==> src/rtl/adc_mux_seq_pkg.sv <==
package adc_mux_seq_pkg;
  localparam int CTRL_W = 8;
  localparam int SUM_W  = 6;
  localparam int CODE_W = CTRL_W - SUM_W;
  localparam int LEN_W  = 13;
  localparam int PRE_W  = 7;

  function automatic logic [PRE_W-1:0] pre_decode(input logic [CODE_W-1:0] code);
    logic [PRE_W-1:0] v;
    case (code)
      2'd0:    v = 7'd42;
      2'd1:    v = 7'd50;
      2'd2:    v = 7'd84;
      default: v = 7'd100;
    endcase
    return v;
  endfunction

  function automatic logic [LEN_W-1:0] accum_len(input logic [CTRL_W-1:0] c);
    logic [SUM_W-1:0] s;
    s = (c[SUM_W-1:0] == '0) ? SUM_W'(1) : c[SUM_W-1:0];
    return LEN_W'(pre_decode(c[CTRL_W-1:SUM_W])) * LEN_W'(s);
  endfunction
endpackage

==> src/rtl/adc_frame_counter.sv <==
module adc_frame_counter #(
  parameter int TICKS  = 13,
  parameter int NUM_CH = 4,
  localparam int PH_W  = $clog2(TICKS),
  localparam int CH_W  = $clog2(NUM_CH)
) (
  input  logic            clk,
  input  logic            rst_n,
  input  logic            tick,
  output logic            frame_start,
  output logic            frame_end,
  output logic            slot_fire,
  output logic [CH_W-1:0] slot_ch
);
  logic [PH_W-1:0] phase;

  always_ff @(posedge clk or negedge rst_n) begin
    if (!rst_n)
      phase <= '0;
    else if (tick)
      phase <= (phase == PH_W'(TICKS-1)) ? '0 : phase + 1'b1;
  end

  assign frame_start = tick && (phase == '0);
  assign frame_end   = tick && (phase == PH_W'(TICKS-1));
  assign slot_fire   = tick && (phase < PH_W'(NUM_CH));
  assign slot_ch     = phase[CH_W-1:0];
endmodule

==> src/rtl/adc_accum_counter.sv <==
module adc_accum_counter
  import adc_mux_seq_pkg::*;
(
  input  logic             clk,
  input  logic             rst_n,
  input  logic             frame_start,
  input  logic             frame_end,
  input  logic [LEN_W-1:0] len_in,
  output logic             acc_end,
  output logic [LEN_W-1:0] cnt,
  output logic [LEN_W-1:0] tgt
);
  logic first_frame;
  assign first_frame = frame_start && (cnt == '0);
  assign acc_end     = frame_end && (cnt == tgt - 1'b1);

  always_ff @(posedge clk or negedge rst_n) begin
    if (!rst_n) begin
      cnt <= '0;
      tgt <= LEN_W'(1);
    end else begin
      if (first_frame)
        tgt <= len_in;
      if (frame_end)
        cnt <= acc_end ? '0 : cnt + 1'b1;
    end
  end
endmodule

==> src/rtl/adc_mux_seq.sv <==
module adc_mux_seq
  import adc_mux_seq_pkg::*;
#(
  parameter int TICKS  = 13,
  parameter int NUM_CH = 4,
  localparam int CH_W  = $clog2(NUM_CH)
) (
  input  logic              clk,
  input  logic              rst_n,
  input  logic              tick,
  input  logic [CTRL_W-1:0] ctrl,
  output logic [CH_W-1:0]   chan_sel,
  output logic              sample_vld,
  output logic              frame_irq,
  output logic              accum_irq
);
  logic             frame_start, frame_end, slot_fire, acc_end;
  logic [CH_W-1:0]  slot_ch;
  logic [LEN_W-1:0] acc_cnt, acc_tgt, len_req;

  assign len_req = accum_len(ctrl);

  adc_frame_counter #(.TICKS(TICKS), .NUM_CH(NUM_CH)) u_frame (
    .clk(clk), .rst_n(rst_n), .tick(tick),
    .frame_start(frame_start), .frame_end(frame_end),
    .slot_fire(slot_fire), .slot_ch(slot_ch)
  );

  adc_accum_counter u_accum (
    .clk(clk), .rst_n(rst_n),
    .frame_start(frame_start), .frame_end(frame_end),
    .len_in(len_req), .acc_end(acc_end), .cnt(acc_cnt), .tgt(acc_tgt)
  );

  always_ff @(posedge clk or negedge rst_n) begin
    if (!rst_n) begin
      chan_sel   <= '0;
      sample_vld <= 1'b0;
      frame_irq  <= 1'b0;
      accum_irq  <= 1'b0;
    end else begin
      sample_vld <= slot_fire;
      if (slot_fire) chan_sel <= slot_ch;
      frame_irq  <= frame_end;
      accum_irq  <= acc_end;
    end
  end
endmodule

==> config.mk <==
export PLATFORM = sky130hd
export DESIGN_NAME = adc_mux_seq
export DESIGN_NICKNAME = d
export VERILOG_FILES = /design/src/rtl/adc_mux_seq_pkg.sv /design/src/rtl/adc_frame_counter.sv /design/src/rtl/adc_accum_counter.sv /design/src/rtl/adc_mux_seq.sv
export SDC_FILE = /design/constraint.sdc
export NUM_CORES = 1
export LEC_CHECK = 0
export CAP_MARGIN = 0
export CORE_MARGIN = 2
export CORE_UTILIZATION = 35
export CTS_BUF_LIST = sky130_fd_sc_hd__clkbuf_2 sky130_fd_sc_hd__clkbuf_4 sky130_fd_sc_hd__clkbuf_8
export CTS_CLUSTER_DIAMETER = 120
export DETAILED_ROUTE_END_ITERATION = 10
export GPL_TIMING_DRIVEN = 0
export PLACE_DENSITY = 0.53
export SYNTH_ARGS = -nofsm -noshare
export SYNTH_HDL_FRONTEND = slang
export SYNTH_SLANG_ARGS = --single-unit
==> constraint.sdc <==
create_clock -name clk -period 3.5 [get_ports clk]
set_input_delay 0.7 -clock clk [delete_from_list [all_inputs] [get_ports clk]]
set_output_delay 0.7 -clock clk [all_outputs]
set_load 0.005 [all_outputs]
# ---- After elaboration in Yosys (flattened, before gate mapping)
# Cells that the tools add are included.
dict set report totals {
  output_inout_bits 5
  inputBits 11
  rom_bits 0
  n_memories 0
  mem_bits_rw 0
  register_bits 35
  latch_bits 0
}
dict set report op_classes {
  n_addsub 3
  div 0
  bitwise 0
  n_eq_ne 4
  reduce_logical 9
  mux 4
  n_mul 1
  n_shift 0
  magnitude_cmp 1
}
# op count
set ops {}
lappend ops {{case mux 7 bit (3 select lines)} 1}
lappend ops {{adder 13 x 1 -> 13 bit, second input constant} 1}
lappend ops {{== test 13 bit} 1}
lappend ops {{zero test 13 bit} 1}
lappend ops {{multiplier 7 x 6 -> 13 bit} 1}
lappend ops {{two-way mux 13 bit} 1}
lappend ops {{subtractor 13 x 1 -> 13 bit, second input constant} 1}
lappend ops {{zero test 6 bit} 1}
lappend ops {{two-way mux 6 bit} 1}
lappend ops {{logical AND 1 bit} 5}
lappend ops {{adder 4 x 1 -> 4 bit, second input constant} 1}
lappend ops {{== test 4 bit, second input constant} 1}
lappend ops {{zero test 4 bit} 1}
lappend ops {{< comparator 4 x 3 -> 1 bit, second input constant} 1}
lappend ops {{two-way mux 4 bit} 1}
lappend ops {{== test 2 x 1 -> 1 bit, second input constant} 1}
lappend ops {{== test 2 bit, second input constant} 1}
lappend ops {{zero test 2 bit} 1}

# ---- Longest topological paths before layout
dict set report depth {
  word_depth 4
  mapped_depth 17
}

# ---- By module
# From an unflattened synthesis, not the netlist that was laid out.
dict set report hier_totals {
  hier_cells 336
  area_unflattened_um2 3225.6
}
# module instances area_per_inst_um2 seq_area_each_um2 cells_each
set modules_own_cells {}
lappend modules_own_cells {adc_accum_counter 1 1616.6 651.9 154}
lappend modules_own_cells {adc_mux_seq 1 1356.3 125.1 154}
lappend modules_own_cells {adc_frame_counter 1 252.7 100.1 28}

# ---- Least setup slack after synthesis
# No wires, ideal clock.
dict set report synth_path {
  path_type {input port to flip-flop}
  startpoint {input ctrl[6]}
  endpoint {register u_accum.tgt[12]}
  setup_time_ns 0.123
  arrival_time_ns 4.386
  path_stages 16
  t_required_ns 3.377
  slack_ns -1.009
  path_cell_list {inv_1 > ha_1 > or2_2 > and2_1 > inv_1 > fa_1 > fa_1 > fa_1 > inv_1 > ha_1 > a21o_1 > a21oi_1 > o21ai_0 > o41ai_1 > xnor2_1 > a21oi_1}
}
dict set report synth_via {
  elab_chain_cells 3
}
# element line_no
set synth_lines {}
lappend synth_lines {{start: declaration} adc_mux_seq.sv:11} ;# input logic [CTRL_W-1:0] ctrl,
lappend synth_lines {{== test 2 bit (tied with other cells)} adc_mux_seq_pkg.sv:10} ;# case (code)
lappend synth_lines {{case mux 7 bit (3 select lines) *} adc_mux_seq_pkg.sv:10}
lappend synth_lines {{multiplier 7 x 6 -> 13 bit *} adc_mux_seq_pkg.sv:22} ;# return LEN_W'(pre_decode(c[CTRL_W-1:SUM_W])) * LEN_W'(s);
lappend synth_lines {{end signal: assignment} adc_accum_counter.sv:23} ;# tgt <= len_in;
lappend synth_lines {{end: declaration} adc_accum_counter.sv:11} ;# output logic [LEN_W-1:0] tgt
# Mark *: on every way between the ends. The rest lies on a longest branch, timed or not.
# A chain may end at the register's enable or synchronous reset.

# ---- Worst setup path in the final report
dict set report layout_path {
  startpoint {input ctrl[6]}
  endpoint {register u_accum.tgt[11]}
}
# The elaborated chain is that of the path after synthesis.

==> results by group <==
STA
  – Max Fclk: approximately 0.24 GHz
  – Worst slew pin tran: between 0.7 and 0.8 ns
  – Final worst slack: -0.583 ns
  – RSZ-0062 raised after global routing: true
  – Pins Over Slew Limit: 0
  – Slew headroom: between 40% and 50%
  – Fin crit share: 117%
  – Final Skew: approximately 0.0039 ns
  – Final Hold Slack: approximately 0.49 ns
  – Setup violations, final: 6
  – Final Hold Fails: 0
  – Min Tclk post-route: ~4.1 ns

Clock network
  – TritonCTS Buffers: 5
  – TritonCTS clock tree: done
  – Clk buf depth: 2
  – Worst-path clk slew: roughly 0.07 ns
  – H-tree levels: 2
  – CTS root buf: clkbuf_8
  – Post-CTS Hold Buffers: 0
  – Worst skew pair latency: 0.29 ns
  – Clk sink count: 35

Logic synthesis
  – Yosys top cell area share: 27.1%
  – Seq/Total Area, Yosys: between 20% and 30%
  – Largest family of logic cells by synthesized area: adder cells
  – Yosys Warn Count: 0
  – Top_reg_cell synth: dfrtp_1
  – Mux share of post-synthesis cell area: about 5.6%
  – Synthesized-area fraction occupied by adder cells: a little under a quarter
  – FFs w/ async S/R, synth: 100%
  – EDFF count, synth: 0
  – Top post-synthesis cells by area: dfrtp_1 27%, ha_1 12%, fa_1 11%
  – Synth Register Bits: 35
  – Synth Area in Compound Gates: roughly 6.6%
  – Yosys top cell by area: dfrtp_1
  – Yosys cell types: between 40 and 50
  – Synth Area per Inst: between 9 and 10 µm²
  – Syn_nets: between 300 and 400
  – Synth Area in Simple Gates: 21.1%
  – XOR/XNOR Fraction of Synth Area: ~8.9%
  – Mapped Area: about 3100 µm²
  – Post-Synthesis Cells: 330

Setup path
  – WS Path Type: input pin to register
  – CP max FO: 6
  – Worst r2r path cells: 6
  – Worst reg2reg path startpoint: u_accum.cnt[0]
  – Worst EP arrival: between 4 and 5 ns
  – Setup crit end kind: register
  – R2R setup slack: 1.10 ns
  – Startpoint Class: input pin
  – Worst Path Required: between 3 and 4 ns
  – Worst R2R End: u_accum.tgt[11]

Routing
  – Routed wl met3: between 100 and 150 µm
  – DR vias: between 2,000 and 2,500
  – Starting DRT DRC Count: 78
  – Via/cell ratio: between 4 and 5
  – DRC violations left: 0
  – Top Layer Used: met4
  – DRT met1 WL: around 3300 µm
  – Detail Route Antenna Nets: 0
  – WL met2: approximately 2600 µm
  – Final Routed Wirelength: just over 6000 µm
  – Drt first pass iters: 4
  – Avg WL per Cell: 12.9 µm

Cells and area
  – FF/Latch Area: roughly 880 µm²
  – Share of layout cells above drive strength 1: slightly above 20%
  – Layout Nets: ~420
  – FILL cells: between 800 and 900
  – Ant diodes: 0
  – Area Growth Syn to Fin: 19.3%
  – Area occupied by multi-input gates: 2190 µm²
  – Final std cells w/o fill: 469

Place
  – I/O Buffers: 15
  – Routability cong.: roughly 0.74
  – Post-detail-place hpwl: ~4700 µm
  – Placed insts: approximately 450

Floorplan
  – IO Pins: 16
  – Die area: a little under 10,000 µm²
  – Die width: a little under 100 µm
  – Core area: ~8700 µm²
  – Vert. Die Dim: 98.7 µm
  – Row count: 34
  – Initial Util: about 36%

Power
  – Max VDD drop: around 0.00022 V
  – Pleak: between 1.5 and 2 nW
  – Cell Pwr Density: 587 nW/µm²

Hold path
  – Hold crit path type: input pin to async pin

GRT
  – GRT overflow: 0
  – Initial antenna violation count: 0
  – Pin count of the biggest net entering global routing: 36
  – GRT Total Usage: 13.5%
  – First-pass GRT wire length: between 10,000 and 15,000 µm
  – Vias in the first global route: roughly 2,300

Run
  – Maxcap violations: 0

Outcome
  – Status: finished with violations
  – Failing checks: negative setup slack
[flip-flops by register name, indices dropped and copies added, names as in the netlist]
| signal | cells |
|---|---|
| u_accum.cnt | 13 |
| u_accum.tgt | 13 |
| u_frame.phase | 4 |
| chan_sel | 2 |
| accum_irq | 1 |
| frame_irq | 1 |
| sample_vld | 1 |
[power breakdown]
| group | internal, W | leakage [nW] | switching [W] |
|---|---|---|---|
| clock network | 0.000230 | 0.0612 | 0.000148 |
| registers | 0.000531 | 0.450 | 0.000149 |
| logic | 0.000597 | 1.24 | 0.000544 |
| total | 0.00136 | 1.75 | 0.000841 |
[cells in the final DEF, fill, tap and decap left out, types with 3 or more instances in the layout]
cell type | synthesis | routed
inv_1 | 44 | 38
dfrtp_1 | 34 | 34
nor2_1 | 28 | 27
nand2_1 | 28 | 26
ha_1 | 30 | 24
xnor2_1 | 19 | 19
fa_1 | 17 | 16
xor2_1 | 13 | 13
nand3_1 | 8 | 8
o21ai_0 | 10 | 7
clkbuf_8 | 1 | 7
nor3_1 | 8 | 7
mux2_2 | 9 | 7
clkdlybuf4s50_1 | 0 | 7
buf_4 | 0 | 7
and2_1 | 8 | 6
nor2b_1 | 6 | 6
ha_4 | 0 | 6
inv_2 | 0 | 5
a21oi_1 | 7 | 5
nand4_1 | 5 | 5
mux2_4 | 3 | 5
and3_1 | 4 | 4
buf_6 | 3 | 4
dlygate4sd2_1 | 0 | 4
nand2b_1 | 4 | 3
a21o_1 | 3 | 3
mux2i_1 | 3 | 3
a31oi_1 | 3 | 3
[Yosys cell counts, drive strengths merged (5+ instances only)]
master / count
inv: 44
fa: 17
and2: 8
nor2b: 7
ha: 30
nand4: 5
a21oi: 7
nand2: 28
o21ai: 10
dfrtp: 34
xnor2: 19
mux2: 12
xor2: 13
nor2: 28
nand3: 8
nor3: 9
[critical path, stage by stage]
cell and delay [ns]:
buf_8 0.08, clkinvlp_4 0.12, ha_4 0.18, or2_4 0.25
and2_4 0.15, fa_1 0.49, inv_2 0.04, fa_1 0.47
fa_1 0.53, inv_2 0.04, ha_4 0.22, a21oi_4 0.14
o21ai_2 0.09, o41ai_2 0.37, xnor2_1 0.12, mux2_4 0.26
[how the worst max path moves through the flow]
stage                     startpoint  slack [ns]         endpoint  cells after the start
after CTS                    ctrl[6]       -0.59  u_accum.tgt[12]                     17
after floorplan              ctrl[6]       -0.71  u_accum.tgt[12]                     16
after global placement       ctrl[6]       -1.53  u_accum.tgt[12]                     17
final                        ctrl[6]       -0.58  u_accum.tgt[11]                     16
after global routing         ctrl[6]       -0.73  u_accum.tgt[11]                     16
after detailed placement     ctrl[6]       -1.57  u_accum.tgt[12]                     17
[stage by stage]
stage / total power, W / worst slack, ns / setup TNS, ns / utilization [%] / area (µm²)
6_report: 0.00220 / -0.583 / -2.71 / 42.9 / 3740
5_1_grt: 0.00240 / -0.725 / -3.67 / 42.9 / 3740
4_1_cts: 0.00219 / -0.587 / -2.68 / 42.5 / 3700
3_5_place_dp: 0.00175 / -1.57 / -9.64 / 40.2 / 3510
3_3_place_gp: 0.00173 / -1.53 / -9.45 / 40.3 / 3510
2_1_floorplan: 0.00150 / -0.713 / -3.23 / - / 3230
[routing by layer]
metal / vias to the layer above / global-route usage [%]
met5: - / 0
met4: 0 / 3.16
met3: 2 / 2.13
met2: 15 / 20.5
met1: 1071 / 20.3
li1: 1156 / -
[final cells by class]
type	instances	share of cell area, %
Buffer	6	1.50
Sequential cell	35	23.4
Clock inverter	2	0.936
Multi-Input combinational cell	245	58.5
Inverter	44	4.51
Tap cell	108	3.61
Clock buffer	6	2.21
Timing Repair Buffer	23	5.31
[kinds of logic (layout without fill, tap and decap cells)]
| kind of cell | Yosys count | after routing |
|---|---|---|
| buffers and inverters | 50 | 81 |
| adders and majority gates | 47 | 47 |
| and+or+nand+nor | 119 | 119 |
| muxes | 15 | 15 |
| AOI/OAI and AO/OA | 32 | 32 |
| DFF | 35 | 35 |
| xor gates and xnor gates | 32 | 32 |
[what timing repair did]
item,in CTS,in global routing
endpoints found under the setup margin,8,8
pin swaps,16,10
resized for setup,24,12
setup buffers,7,1
Power figures use the tool's default switching activity.
